**src/rtl/fmux_pkg.sv**
```systemverilog
`timescale 1ns/1ps
package fmux_pkg;
    parameter int HF_W  = 8;
    parameter int SRV_W = 6;
    parameter int RAW_W = 8;
    parameter int N_SRV = 4;

    localparam int N_SLOT  = 2 * N_SRV;
    localparam int SLOT_W  = $clog2(N_SLOT);
    localparam int SIDX_W  = (N_SRV > 1) ? $clog2(N_SRV) : 1;
    localparam int SRV_MAX = (1 << SRV_W) - 1;

    typedef logic [SLOT_W-1:0] slot_t;
    typedef logic [HF_W-1:0]   byte_t;
    typedef logic [SIDX_W-1:0] sidx_t;

    typedef enum logic {
        KIND_SRV = 1'b0,
        KIND_HF  = 1'b1
    } slot_kind_e;

    typedef struct packed {
        logic starve;
        logic hf_unf;
        logic hf_ovf;
    } stat_t;

    typedef struct packed {
        logic             ovf;
        logic             unf;
        logic [SRV_W-1:0] code;
    } srv_word_t;

    localparam slot_t SLOT_PRE_A = slot_t'(N_SLOT - 1);

    function automatic slot_kind_e kind_of(input slot_t s);
        return s[0] ? KIND_HF : KIND_SRV;
    endfunction

    function automatic sidx_t srv_index(input slot_t s);
        return sidx_t'(s >> 1);
    endfunction

    function automatic srv_word_t clamp_servo(input logic signed [RAW_W-1:0] raw);
        srv_word_t w;
        w = '0;
        if (raw < 0) begin
            w.unf  = 1'b1;
            w.code = '0;
        end else if (int'(raw) > SRV_MAX) begin
            w.ovf  = 1'b1;
            w.code = SRV_W'(SRV_MAX);
        end else begin
            w.code = SRV_W'(raw);
        end
        return w;
    endfunction
endpackage

```
**src/rtl/fmux_slot_seq.sv**
```systemverilog
`timescale 1ns/1ps
module fmux_slot_seq
    import fmux_pkg::*;
(
    input  logic       clk_i,
    input  logic       rst_i,
    output slot_kind_e kind_o,
    output sidx_t      sidx_o,
    output logic       pre_a_o,
    output logic       hf_take_o,
    output logic       srv_take_o
);
    slot_t slot_q;

    always_ff @(posedge clk_i) begin
        if (rst_i) begin
            slot_q <= SLOT_PRE_A;
        end else if (slot_q == SLOT_PRE_A) begin
            slot_q <= '0;
        end else begin
            slot_q <= slot_q + 1'b1;
        end
    end

    assign kind_o     = kind_of(slot_q);
    assign sidx_o     = srv_index(slot_q);
    assign pre_a_o    = (slot_q == SLOT_PRE_A);
    assign hf_take_o  = !rst_i && (kind_o == KIND_HF);
    assign srv_take_o = !rst_i && (kind_o == KIND_SRV);
endmodule

```
**src/rtl/fmux_hf_lane.sv**
```systemverilog
`timescale 1ns/1ps
module fmux_hf_lane
    import fmux_pkg::*;
(
    input  logic  clk_i,
    input  logic  rst_i,
    input  logic  take_i,
    input  logic  valid_i,
    input  byte_t data_i,
    input  logic  ovf_i,
    input  logic  unf_i,
    output byte_t word_o,
    output logic  ovf_evt_o,
    output logic  unf_evt_o,
    output logic  starve_o
);
    byte_t last_q;
    logic  accept;

    assign accept = take_i && valid_i;

    always_ff @(posedge clk_i) begin
        if (rst_i) begin
            last_q <= '0;
        end else if (accept) begin
            last_q <= data_i;
        end
    end

    assign word_o    = valid_i ? data_i : last_q;
    assign ovf_evt_o = accept && ovf_i;
    assign unf_evt_o = accept && unf_i;
    assign starve_o  = take_i && !valid_i;
endmodule

```
**src/rtl/fmux_srv_lane.sv**
```systemverilog
`timescale 1ns/1ps
module fmux_srv_lane
    import fmux_pkg::*;
(
    input  logic                    clk_i,
    input  logic                    rst_i,
    input  logic                    take_i,
    input  sidx_t                   sidx_i,
    input  logic                    valid_i,
    input  logic signed [RAW_W-1:0] raw_i,
    output byte_t                   word_o,
    output logic                    starve_o
);
    srv_word_t fresh;
    byte_t     held_bus [N_SRV];

    assign fresh = clamp_servo(raw_i);

    for (genvar g = 0; g < N_SRV; g++) begin : g_hold
        byte_t hold_q;
        always_ff @(posedge clk_i) begin
            if (rst_i) begin
                hold_q <= '0;
            end else if (take_i && valid_i && (sidx_i == sidx_t'(g))) begin
                hold_q <= byte_t'(fresh);
            end
        end
        assign held_bus[g] = hold_q;
    end

    assign word_o   = valid_i ? byte_t'(fresh) : held_bus[sidx_i];
    assign starve_o = take_i && !valid_i;
endmodule

```
**src/rtl/fmux_out_stage.sv**
```systemverilog
`timescale 1ns/1ps
module fmux_out_stage
    import fmux_pkg::*;
(
    input  logic  clk_i,
    input  logic  rst_i,
    input  byte_t data_i,
    input  logic  sync_i,
    output byte_t data_o,
    output logic  sync_o
);
    always_ff @(negedge clk_i) begin
        if (rst_i) begin
            data_o <= '0;
            sync_o <= 1'b0;
        end else begin
            data_o <= data_i;
            sync_o <= sync_i;
        end
    end
endmodule

```
**src/rtl/adc_frame_mux.sv**
```systemverilog
`timescale 1ns/1ps
module adc_frame_mux
    import fmux_pkg::*;
(
    input  logic                    clk_i,
    input  logic                    rst_i,
    input  logic                    hf_valid_i,
    output logic                    hf_ready_o,
    input  logic [HF_W-1:0]         hf_data_i,
    input  logic                    hf_ovf_i,
    input  logic                    hf_unf_i,
    input  logic                    srv_valid_i,
    output logic                    srv_ready_o,
    input  logic signed [RAW_W-1:0] srv_raw_i,
    input  logic                    stat_clr_i,
    output logic [2:0]              status_o,
    output logic [HF_W-1:0]         frame_data_o,
    output logic                    frame_sync_o
);
    slot_kind_e kind;
    sidx_t      sidx;
    logic       pre_a;
    byte_t      hf_word, srv_word;
    logic       hf_ovf_evt, hf_unf_evt, hf_starve, srv_starve;
    byte_t      stg_data;
    logic       stg_sync;
    stat_t      stat_q, stat_evt;

    fmux_slot_seq u_seq (
        .clk_i      (clk_i),
        .rst_i      (rst_i),
        .kind_o     (kind),
        .sidx_o     (sidx),
        .pre_a_o    (pre_a),
        .hf_take_o  (hf_ready_o),
        .srv_take_o (srv_ready_o)
    );

    fmux_hf_lane u_hf (
        .clk_i     (clk_i),
        .rst_i     (rst_i),
        .take_i    (hf_ready_o),
        .valid_i   (hf_valid_i),
        .data_i    (hf_data_i),
        .ovf_i     (hf_ovf_i),
        .unf_i     (hf_unf_i),
        .word_o    (hf_word),
        .ovf_evt_o (hf_ovf_evt),
        .unf_evt_o (hf_unf_evt),
        .starve_o  (hf_starve)
    );

    fmux_srv_lane u_srv (
        .clk_i    (clk_i),
        .rst_i    (rst_i),
        .take_i   (srv_ready_o),
        .sidx_i   (sidx),
        .valid_i  (srv_valid_i),
        .raw_i    (srv_raw_i),
        .word_o   (srv_word),
        .starve_o (srv_starve)
    );

    always_ff @(posedge clk_i) begin
        if (rst_i) begin
            stg_data <= '0;
            stg_sync <= 1'b0;
        end else begin
            stg_data <= (kind == KIND_HF) ? hf_word : srv_word;
            stg_sync <= pre_a;
        end
    end

    always_comb begin
        stat_evt.starve = hf_starve || srv_starve;
        stat_evt.hf_unf = hf_unf_evt;
        stat_evt.hf_ovf = hf_ovf_evt;
    end

    always_ff @(posedge clk_i) begin
        if (rst_i) begin
            stat_q <= '0;
        end else if (stat_clr_i) begin
            stat_q <= stat_evt;
        end else begin
            stat_q <= stat_q | stat_evt;
        end
    end

    assign status_o = stat_q;

    fmux_out_stage u_out (
        .clk_i  (clk_i),
        .rst_i  (rst_i),
        .data_i (stg_data),
        .sync_i (stg_sync),
        .data_o (frame_data_o),
        .sync_o (frame_sync_o)
    );
endmodule

```
**config.mk**
```make
export PLATFORM = sky130hd
export DESIGN_NAME = adc_frame_mux
export DESIGN_NICKNAME = d
export VERILOG_FILES = /design/src/rtl/fmux_pkg.sv /design/src/rtl/fmux_slot_seq.sv /design/src/rtl/fmux_hf_lane.sv /design/src/rtl/fmux_srv_lane.sv /design/src/rtl/fmux_out_stage.sv /design/src/rtl/adc_frame_mux.sv
export SDC_FILE = /design/constraint.sdc
export NUM_CORES = 1
export LEC_CHECK = 0
export BUFFER_PORTS_ARGS = -buffer_cell sky130_fd_sc_hd__buf_2
export CAP_MARGIN = 20
export CORE_MARGIN = 4
export CORE_UTILIZATION = 40
export DETAILED_ROUTE_END_ITERATION = 8
export SLEW_MARGIN = 20
export SYNTH_ARGS = -nofsm -noshare
export SYNTH_HDL_FRONTEND = slang
export SYNTH_SLANG_ARGS = --single-unit
```
**constraint.sdc**
```tcl
create_clock -name clk_i -period 4.94 [get_ports clk_i]
set_input_delay 1.482 -clock clk_i [delete_from_list [all_inputs] [get_ports clk_i]]
set_output_delay 1.482 -clock clk_i [all_outputs]
set_load 0.1 [all_outputs]
```
==> results by group <==
Route
  – Initial DRT Pass Iterations: 5
  – DR WL/cell: 15.3 um
  – Number of DRC markers in iteration 0: 198
  – Total wire length: 6850 um
  – Routed vias: 2381
  – # DRC: 0
  – Vias/cell: 5.31
  – Post-DRT Antenna Nets: 0

Worst setup path
  – Worst Path Required: 3460 ps
  – CP Depth: 1
  – Reg-to-reg startpoint: stg_data[7]
  – Reg-to-reg endpoint: u_out.data_o[7]
  – Slowest stage delay, CP: 350 ps
  – Arrival time at the worst endpoint: 3390 ps
  – CP endpoint: frame_sync_o
  – CP Launch Point: u_out.sync_o
  – Crit path kind: reg2out
  – FF-to-FF setup slack: 1960 ps
  – Buffers plus inverters on the worst setup path: 1
  – Critical Path Source Type: register
  – CP top delay family: flip-flops
  – Cell breakdown of the critical path: buf_12
  – Slowest cell on crit path: dfxtp_1
  – Maximum fanout along the worst path: 1
  – Crit end category: output port
  – Depth of the worst register-to-register path: 1

Clock network
  – CTS resizes: 0
  – Clock Path Buffers: 2
  – Clock transition at path regs: 70 ps
  – Total CTS buffers: 9
  – Root buffer cell: clkbuf_8
  – H-tree depth: 3
  – Number of post-CTS setup repair buffers: 0
  – CTS tree: built
  – Hold-fix buffer count after cts: 0
  – Clock Latency Late Sink: 380 ps
  – Clock sinks: 64

Yosys
  – Count of state elements after synthesis: 64
  – Yosys top cell by area: dfxtp_1
  – Cells after Synth: 317
  – Sequential area share after synthesis: 45.7%
  – Top cell type's share of synthesized area: 45.7%
  – Syn Std Cell Area: 0.00280 sq mm
  – Avg Cell Area, Syn: 8.85 sq um
  – Cell variety after synth: 35
  – Warnings from Yosys: 0
  – Syn Nets: 342
  – Ranking of synthesized cells by area: dfxtp_1 (46%), mux2i_1 (8.6%), a21oi_1 (7.9%)

Pwr
  – Leakage: 1.33 nW
  – PwrDens: 456 mW/mm^2
  – VDD IR max: 0.000206 V
  – Clock network power share: 30.2%
  – P_int: 0.945 mW
  – Comb power frac: 29.3%
  – Reg power frac: 40.5%
  – Switching Fraction: 38.1%
  – Net Sw Power: 0.582 mW

Place
  – Final HPWL from detailed placement: 4450 um
  – Number of I/O port buffers: 36
  – Placer Congestion: 0.803
  – Cells after DPL: 424

Die
  – Core Area: 0.00679 sq mm
  – Full die area: 0.00841 sq mm
  – Die Width: 91.7 um
  – FP Rows: 30
  – Die extent in y: 91.7 um
  – Starting Density: 41.3%
  – I/O pins: 37

Global route
  – Pin count of the biggest net entering global routing: 33
  – Grt ovf: 0
  – Vias in the first global route: 2256
  – Initial antenna violation count: 0
  – Gr usage total: 17.3%
  – Global-route wire length before repair: 11500 um

Final layout
  – Most frequent cells in the layout: dfxtp_1 (64), a21oi_1 (44), nand3_1 (32)
  – Share of cells above drive strength 1: 19.6%
  – Most common cell after layout, fill and taps aside: dfxtp_1
  – Fillers: 659
  – Final nets: 372
  – Synthesis-to-layout area growth: 19.3%
  – # diodes: 0
  – Final std cells w/o fill: 448

STA
  – Least-Margin Pin Slew: 1010 ps
  – Slew margin rel.: 32.9%
  – Hold Slack: 454 ps
  – Final hold viol count: 0
  – RSZ-0062 raised after global routing: false
  – Final setup TNS: 0 ps
  – Max Transition Viols Final: 0
  – Setup Skew: 36.4 ps
  – Final setup viols: 0

Hold path
  – Hold depth: 2
  – Hold Path Class: reg2reg

Job
  – Max-cap viol count: 0

Run status
  – Status: complete, no violations
==> cells by family after synthesis <==
kind of cell / after synthesis / synth area share [%]
compound gates: 98 / 20.5
simple gates: 93 / 18.3
flops: 64 / 45.7
buf+inv: 36 / 6.07
mux: 24 / 8.57
fa+ha+maj: 2 / 0.892
==> tightest hold or removal path: cells and delay by family (launching register included) <==
| kind | cells | cell delay, ps |
|---|---|---|
| DFF | 1 | 310 |
| and+or+nand+nor | 1 | 50 |
| AOI/OAI and AO/OA | 1 | 50 |
==> how the worst min path moves through the flow <==
stage | from | endpoint | slack [ps]
detailed placement | u_hf.last_q[4] | u_hf.last_q[4] | 450
global route | u_hf.last_q[2] | u_hf.last_q[2] | 490
global placement | status_o[1] | status_o[1] | 440
floorplan | u_hf.last_q[0] | u_hf.last_q[0] | 440
finish | u_hf.last_q[4] | u_hf.last_q[4] | 450
CTS | u_hf.last_q[4] | u_hf.last_q[4] | 460
==> power groups by stage <==
stage / clock network (mW) / logic [mW] / registers (mW)
CTS: 0.471 / 0.446 / 0.619
global route: 0.504 / 0.482 / 0.627
floorplan: 0.0125 / 0.307 / 0.661
detailed placement: 0.0125 / 0.446 / 0.630
finish: 0.461 / 0.447 / 0.618
global placement: 0.0125 / 0.444 / 0.629
==> stage by stage <==
step                      worst slack, ps  util [%]  total power, mW  cell area (sq um)
after floorplan                      79.0         -            0.981               2800
after global placement                475      46.1             1.09               3130
after detailed placement              451      46.1             1.09               3130
after CTS                            48.7      49.2             1.54               3340
after global routing                 30.5      49.2             1.61               3340
final                                68.9      49.2             1.53               3340
==> layer usage <==
layer  track usage, %  wire (um)
met4             5.94         98
met3             5.58        433
met5                0          0
met2             26.7       3140
met1             22.8       3180
==> cells in the mapped netlist <==
cell type,count
a2111o_1,1
a21o_1,1
a21oi_1,44
and3b_1,1
and4bb_2,1
buf_1,1
buf_2,5
buf_4,1
buf_6,3
clkbuf_1,18
clkbuf_2,2
dfxtp_1,64
ha_1,2
inv_1,6
mux2i_1,24
nand2_1,20
nand2b_1,1
nand3_1,32
nand3b_1,3
nand4bb_1,1
nor2_1,12
nor2b_1,10
nor4b_4,1
o21ai_0,22
o21ai_1,4
o21ai_2,6
o21ba_2,6
o221ai_1,1
o22a_1,1
o22ai_1,12
or2_1,6
or2_2,1
or4_1,1
or4b_1,2
or4b_4,1
==> area by class of cell <==
class	instances	area, sq um	share of cell area [%]
multi-input combinational	217	1350	40.4
timing repair buffer	41	353	10.5
clock inverter	14	87.6	2.62
tap	96	120	3.59
sequential	64	1280	38.3
inverter	5	18.8	0.561
clock buffer	11	131	3.93
==> state kept, by name (all words and copies together), names as in the netlist <==
register	count
u_srv.g_hold.hold_q	32
status_o	3
u_seq.slot_q	3
u_hf.last_q	8
u_out.sync_o	1
u_out.data_o	8
stg_data	8
stg_sync	1
Power figures use the tool's default switching activity.
